[src/rtl/pllq_pkg.sv]
// Package: shared state type and window-word layout for the PLL lock
// qualifier. Assumes a 32-bit window word whose fields are fixed by the PLL.
package pllq_pkg;
    localparam int WORD_W   = 32;
    localparam int HI_LSB   = 16;
    localparam int HI_W     = 16;
    localparam int TUNE_BIT = 8;

    typedef enum logic [2:0] {
        ST_IDLE,
        ST_POLL,
        ST_HOLD,
        ST_PASS,
        ST_FAIL
    } pllq_state_e;
endpackage

[src/rtl/pllq_sample_timer.sv]
// Sample timer: raises a one-clock tick every SAMPLE_CLKS clocks while run is
// high. Assumes clear coincides with the start of a sequence so the first
// tick lands SAMPLE_CLKS clocks after it.
module pllq_sample_timer #(
    parameter int SAMPLE_CLKS = 4
) (
    input  logic clk,
    input  logic rst_n,
    input  logic clear,
    input  logic run,
    output logic tick
);
    localparam int CW = (SAMPLE_CLKS > 1) ? $clog2(SAMPLE_CLKS) : 1;
    localparam logic [CW-1:0] LAST = CW'(SAMPLE_CLKS - 1);

    logic [CW-1:0] cnt;

    // Count clocks within the current sample interval.
    always_ff @(posedge clk) begin
        if (!rst_n)      cnt <= '0;
        else if (clear)  cnt <= '0;
        else if (run)    cnt <= (cnt == LAST) ? '0 : cnt + 1'b1;
    end

    // Tick on the last clock of each interval.
    always_comb tick = run && !clear && (cnt == LAST);
endmodule

[src/rtl/pllq_window_reg.sv]
// Window register: forms and holds the PLL window word. The upper limit is
// the low limit plus TOL, the tuning flag is set on load and cleared on
// request. Assumes LO_W <= TUNE_BIT so the low field never overlaps the flag.
module pllq_window_reg
    import pllq_pkg::*;
#(
    parameter int LO_W = 8,
    parameter int TOL  = 2
) (
    input  logic                clk,
    input  logic                rst_n,
    input  logic                load,
    input  logic                tune_clr,
    input  logic [LO_W-1:0]     win_lo,
    output logic [WORD_W-1:0]   word
);
    logic [WORD_W-1:0] load_val;
    logic [HI_W-1:0]   hi_lim;

    // Build the word to load from the low limit.
    always_comb begin
        hi_lim   = HI_W'(win_lo) + HI_W'(TOL);
        load_val = '0;
        load_val[HI_LSB +: HI_W] = hi_lim;
        load_val[TUNE_BIT]       = 1'b1;
        load_val[LO_W-1:0]       = win_lo;
    end

    // Hold the word; only the tuning flag changes between loads.
    always_ff @(posedge clk) begin
        if (!rst_n)         word <= '0;
        else if (load)      word <= load_val;
        else if (tune_clr)  word[TUNE_BIT] <= 1'b0;
    end
endmodule

[src/rtl/pllq_attempt_fsm.sv]
// Attempt sequencer: polls the lock bit on each tick, qualifies it over a
// hold run, retries failed attempts and records the sticky verdict. Assumes
// POLL_LIMIT, HOLD_LIMIT and MAX_TRIES are all at least 1.
module pllq_attempt_fsm
    import pllq_pkg::*;
#(
    parameter int POLL_LIMIT = 20480,
    parameter int HOLD_LIMIT = 4096,
    parameter int MAX_TRIES  = 8
) (
    input  logic clk,
    input  logic rst_n,
    input  logic start,
    input  logic tick,
    input  logic lock_in,
    output logic busy,
    output logic tune_clr,
    output logic pass,
    output logic fail
);
    localparam int PW = (POLL_LIMIT > 1) ? $clog2(POLL_LIMIT) : 1;
    localparam int HW = (HOLD_LIMIT > 1) ? $clog2(HOLD_LIMIT) : 1;
    localparam int TW = (MAX_TRIES  > 1) ? $clog2(MAX_TRIES)  : 1;
    localparam logic [PW-1:0] POLL_LAST = PW'(POLL_LIMIT - 1);
    localparam logic [HW-1:0] HOLD_LAST = HW'(HOLD_LIMIT - 1);
    localparam logic [TW-1:0] TRY_LAST  = TW'(MAX_TRIES - 1);

    pllq_state_e     state;
    logic [PW-1:0]   poll_cnt;
    logic [HW-1:0]   hold_cnt;
    logic [TW-1:0]   try_cnt;
    logic            att_fail;
    logic            qualified;

    // Decode the end of an attempt on this sample.
    always_comb begin
        att_fail  = tick && !lock_in &&
                    ((state == ST_POLL && poll_cnt == POLL_LAST) ||
                     (state == ST_HOLD));
        qualified = tick && lock_in && state == ST_HOLD && hold_cnt == HOLD_LAST;
    end

    // Advance state and counters.
    always_ff @(posedge clk) begin
        if (!rst_n) begin
            state    <= ST_IDLE;
            poll_cnt <= '0;
            hold_cnt <= '0;
            try_cnt  <= '0;
        end else if (start) begin
            state    <= ST_POLL;
            poll_cnt <= '0;
            hold_cnt <= '0;
            try_cnt  <= '0;
        end else if (att_fail) begin
            if (try_cnt == TRY_LAST) begin
                state <= ST_FAIL;
            end else begin
                try_cnt  <= try_cnt + 1'b1;
                poll_cnt <= '0;
                state    <= ST_POLL;
            end
        end else if (qualified) begin
            state <= ST_PASS;
        end else if (tick) begin
            if (state == ST_POLL) begin
                if (lock_in) begin
                    state    <= ST_HOLD;
                    hold_cnt <= '0;
                end else begin
                    poll_cnt <= poll_cnt + 1'b1;
                end
            end else if (state == ST_HOLD) begin
                hold_cnt <= hold_cnt + 1'b1;
            end
        end
    end

    // Derive status outputs from the state.
    always_comb begin
        busy     = (state == ST_POLL) || (state == ST_HOLD);
        pass     = (state == ST_PASS);
        fail     = (state == ST_FAIL);
        tune_clr = !start && (att_fail || qualified);
    end
endmodule

[src/rtl/pll_lock_qual.sv]
// Top: PLL lock qualifier. Loads the window word on start, samples lock on
// a parameterised timer, qualifies it over a hold run with bounded retries.
// Assumes start is a synchronous request; lock_in is already synchronised.
module pll_lock_qual
    import pllq_pkg::*;
#(
    parameter int LO_W        = 8,
    parameter int TOL         = 2,
    parameter int SAMPLE_CLKS = 4,
    parameter int POLL_LIMIT  = 20480,
    parameter int HOLD_LIMIT  = 4096,
    parameter int MAX_TRIES   = 8
) (
    input  logic            clk,
    input  logic            rst_n,
    input  logic            start,
    input  logic            lock_in,
    input  logic [LO_W-1:0] win_lo,
    output logic [31:0]     cfg_word,
    output logic            tune_en,
    output logic            lock_pass,
    output logic            lock_fail
);
    logic tick;
    logic busy;
    logic tune_clr;

    pllq_sample_timer #(.SAMPLE_CLKS(SAMPLE_CLKS)) u_timer (
        .clk   (clk),
        .rst_n (rst_n),
        .clear (start),
        .run   (busy),
        .tick  (tick)
    );

    pllq_attempt_fsm #(
        .POLL_LIMIT (POLL_LIMIT),
        .HOLD_LIMIT (HOLD_LIMIT),
        .MAX_TRIES  (MAX_TRIES)
    ) u_fsm (
        .clk      (clk),
        .rst_n    (rst_n),
        .start    (start),
        .tick     (tick),
        .lock_in  (lock_in),
        .busy     (busy),
        .tune_clr (tune_clr),
        .pass     (lock_pass),
        .fail     (lock_fail)
    );

    pllq_window_reg #(.LO_W(LO_W), .TOL(TOL)) u_window (
        .clk      (clk),
        .rst_n    (rst_n),
        .load     (start),
        .tune_clr (tune_clr),
        .win_lo   (win_lo),
        .word     (cfg_word)
    );

    // Expose the tuning flag as its own pin.
    always_comb tune_en = cfg_word[TUNE_BIT];
endmodule

[config.mk]
export PLATFORM = sky130hd
export DESIGN_NAME = pll_lock_qual
export DESIGN_NICKNAME = d
export VERILOG_FILES = /design/src/rtl/pllq_pkg.sv /design/src/rtl/pllq_sample_timer.sv /design/src/rtl/pllq_window_reg.sv /design/src/rtl/pllq_attempt_fsm.sv /design/src/rtl/pll_lock_qual.sv
export SDC_FILE = /design/constraint.sdc
export NUM_CORES = 1
export LEC_CHECK = 0
export ABC_CLOCK_PERIOD_IN_PS = 5500
export BUFFER_PORTS_ARGS = -buffer_cell sky130_fd_sc_hd__buf_2
export CORE_ASPECT_RATIO = 0.6
export CORE_UTILIZATION = 60
export CTS_CLUSTER_SIZE = 8
export DETAILED_ROUTE_END_ITERATION = 8
export GPL_TIMING_DRIVEN = 0
export PLACE_DENSITY = 0.81
export SLEW_MARGIN = 20
export SYNTH_ARGS = -nofsm -noshare
export SYNTH_HDL_FRONTEND = slang
export SYNTH_SLANG_ARGS = --single-unit
export TNS_END_PERCENT = 50
[constraint.sdc]
create_clock -name clk -period 5.5 [get_ports clk]
set_clock_uncertainty 0.05 [all_clocks]
set_input_delay 1.375 -clock clk [delete_from_list [all_inputs] [get_ports clk]]
set_output_delay 1.375 -clock clk [all_outputs]
set_load 0.05 [all_outputs]
==> flow_summary.yaml <==
yosys:
  synth_seq_cells: 52
  ys_types: 61
  netlist_instances: 332
  yosys-top-cells-count: "dfxtp_1 (52), nor2_1 (25), nand2_1 (23)"
  synth_area_um2: 2850
  synth_most_common_cell: "dfxtp_1"
  netlist.area_leader.share: 0.365
  ys.flop_type: "dfxtp_1"
  yosys.area.top_type: "dfxtp_1"
  synth_edf_count: 0
  avgSynthCellArea_um2: 8.60
  yosysSeqAreaShare: 0.365
  postSynth.asyncResetShare: 0
  synthTopCellsByArea: "dfxtp_1 (36%), mux2i_1 (4.2%), buf_4 (4.2%), o21ai_0 (3.5%), nor2_1 (3.3%)"
  synth_warnings: 0
cts:
  cts_tree: "built"
  htreeDepth: 2
  cts_setup_buffers: 0
  clkSlewWorstSetupHoldPaths_ps: 90
  cts-root-buf: "clkbuf_8"
  clkLatencyLatePin_ps: 310
  ctsHoldBuffers: 0
  cts_buffers: 5
  clockBufferDepth: 2
  clock-sinks: 52
  cts.repair.resized: 0
sta:
  period_share: 0.596
  finalCriticalPeriod_ps: 3280
  slew_headroom: 0.494
  worst_slew_pin_slew_ps: 758
  tns_ps: 0
  drv_slew: 0
  rsz0062_at_grt: "no"
  max_freq_mhz: 305
  hold_viol_final: 0
  setup_viol: 0
finish:
  finalInstanceArea_um2: 3230
  n_antenna_cell: 0
  area_delta_synth_final_pct: 13.3
  drive_gt1_frac: 0.177
  nNetsFinal: 401
  num-fill-cells: 385
global_routing:
  grt_pass1_wl_mm: 10.9
  grt_pass1_vias: 2300
  grt_overflow: 0
  antenna_found_initial: 0
  grt.total_usage: 0.270
  grt_max_degree: 16
run_status:
  status: "completed"
power:
  switching_share: 0.295
  peakVddDrop_v: 0.000172
  p_comb_frac: 0.167
  clockPowerShare: 0.307
  seqPwrFrac: 0.526
  power_leakage_uw: 0.00132
  p_sw_uw: 218
  p_int_uw: 522
  p_per_area_nw_per_um2: 229
hold_path:
  hp-class: "flop to flop"
route:
  route.detailed.drc: 0
  wl_met1_mm: 3.28
  antenna_left: 0
  drt_iter0_markers: 157
  wl_met3_um: 502
  wire_per_inst_um: 15.0
  top_layer: "met4"
  dr_wl_met2_mm: 2.85
  wirelength_mm: 6.68
  vias_per_cell: 5.92
  dr.pass1.iters: 5
  vias: 2647
placement:
  io_buffers: 31
  finalWeightedCongestion: 0.831
  dp_hpwl_mm: 4.94
  post_dp_cell_area_um2: 3140
critical_path:
  endpoint_kind: "flop"
  crit_fanout: 10
  critPathArrivalTime_ps: 3460
  critPathLaunchType: "primary input"
  crit_required_ps: 5680
  critical_path_class: "primary input to flop"
floorplan:
  die_w_um: 91.0
  rows: 19
  ios: 47
  core_um2: 4560
  fp.dieArea_um2: 5050
  start_util: 0.625
  die_h_um: 55.4
job:
  cap_violations: 0
==> cells by family after synthesis <==
group                      share of synthesized area
adders and majority gates                     0.0263
muxes                                         0.0421
xor gates and xnor gates                      0.0123
buffers and inverters                         0.0798
other                                        0.00131
DFF                                            0.365
and+or+nand+nor                                0.270
AOI/OAI and AO/OA                              0.203
==> area by class of cell <==
| class | instances | area, um^2 | area share |
|---|---|---|---|
| Buffer | 33 | 205 | 0.0634 |
| Clock buffer | 6 | 82.6 | 0.0255 |
| Clock inverter | 2 | 10.0 | 0.00309 |
| Inverter | 6 | 22.5 | 0.00696 |
| Multi-Input combinational cell | 254 | 1640 | 0.507 |
| Sequential cell | 52 | 1040 | 0.322 |
| Tap cell | 63 | 78.8 | 0.0244 |
| Timing Repair Buffer | 31 | 155 | 0.0480 |
==> worst max-delay path: stages <==
cell     delay (ps)
buf_6           120
or4b_1          500
buf_2           170
nor4_1          440
a21oi_1         310
or3b_1          420
a21oi_1         130
==> layout by cell type, fill, tap and decap left out, types with 7 or more instances in the layout <==
cell type	instances
dfxtp_1	52
buf_2	35
nor2_1	25
nand2_1	23
o21ai_0	20
a21oi_1	17
buf_4	16
nand3_1	15
conb_1	14
mux2i_1	12
nor2b_1	11
clkbuf_1	9
and3_1	8
nand4_1	8
and2_1	7
==> path summary, 6_finish.rpt <==
kind,depth (start not counted),end,startpoint,slack [ps]
worst max-delay path,7,u_fsm.try_cnt[2],start,2220
worst min-delay path,1,u_window.word[20],u_window.word[20],440
worst max register to register,7,u_fsm.try_cnt[2],u_timer.cnt[0],2900
worst min register to register,1,u_window.word[20],u_window.word[20],440
==> power by group through the flow <==
stage	combinational [uW]	clock (uW)	sequential, uW
floorplan	70.8	0	424
global placement	121	0	398
detailed placement	123	0	398
CTS	123	230	389
global route	131	244	390
finish	124	227	389
==> per-layer routing <==
layer | GRT usage | vias to the layer above
met1 | 0.398 | 1242
met3 | 0.0510 | 5
met5 | 0 | -
met2 | 0.405 | 113
met4 | 0.0726 | 0
li1 | - | 1287
==> state kept, by name, summed over array words and instances, names as in the netlist <==
register	flops
u_timer.cnt	2
u_fsm.try_cnt	3
u_fsm.hold_cnt	12
u_window.word	17
u_fsm.state	3
u_fsm.poll_cnt	15
==> stage by stage <==
step                power [uW]  hold WS (ps)  instances  worst slack [ps]  utilization
detailed placement         521           419        439              1940        0.688
CTS                        742           436        447              2250        0.709
global route               765           456        447              2120        0.709
finish                     740           435        447              2220        0.709
global placement           518           413        439              1870        0.687
floorplan                  495           407        345              2170            -
No activity file was read; power rests on OpenSTA's default activity.
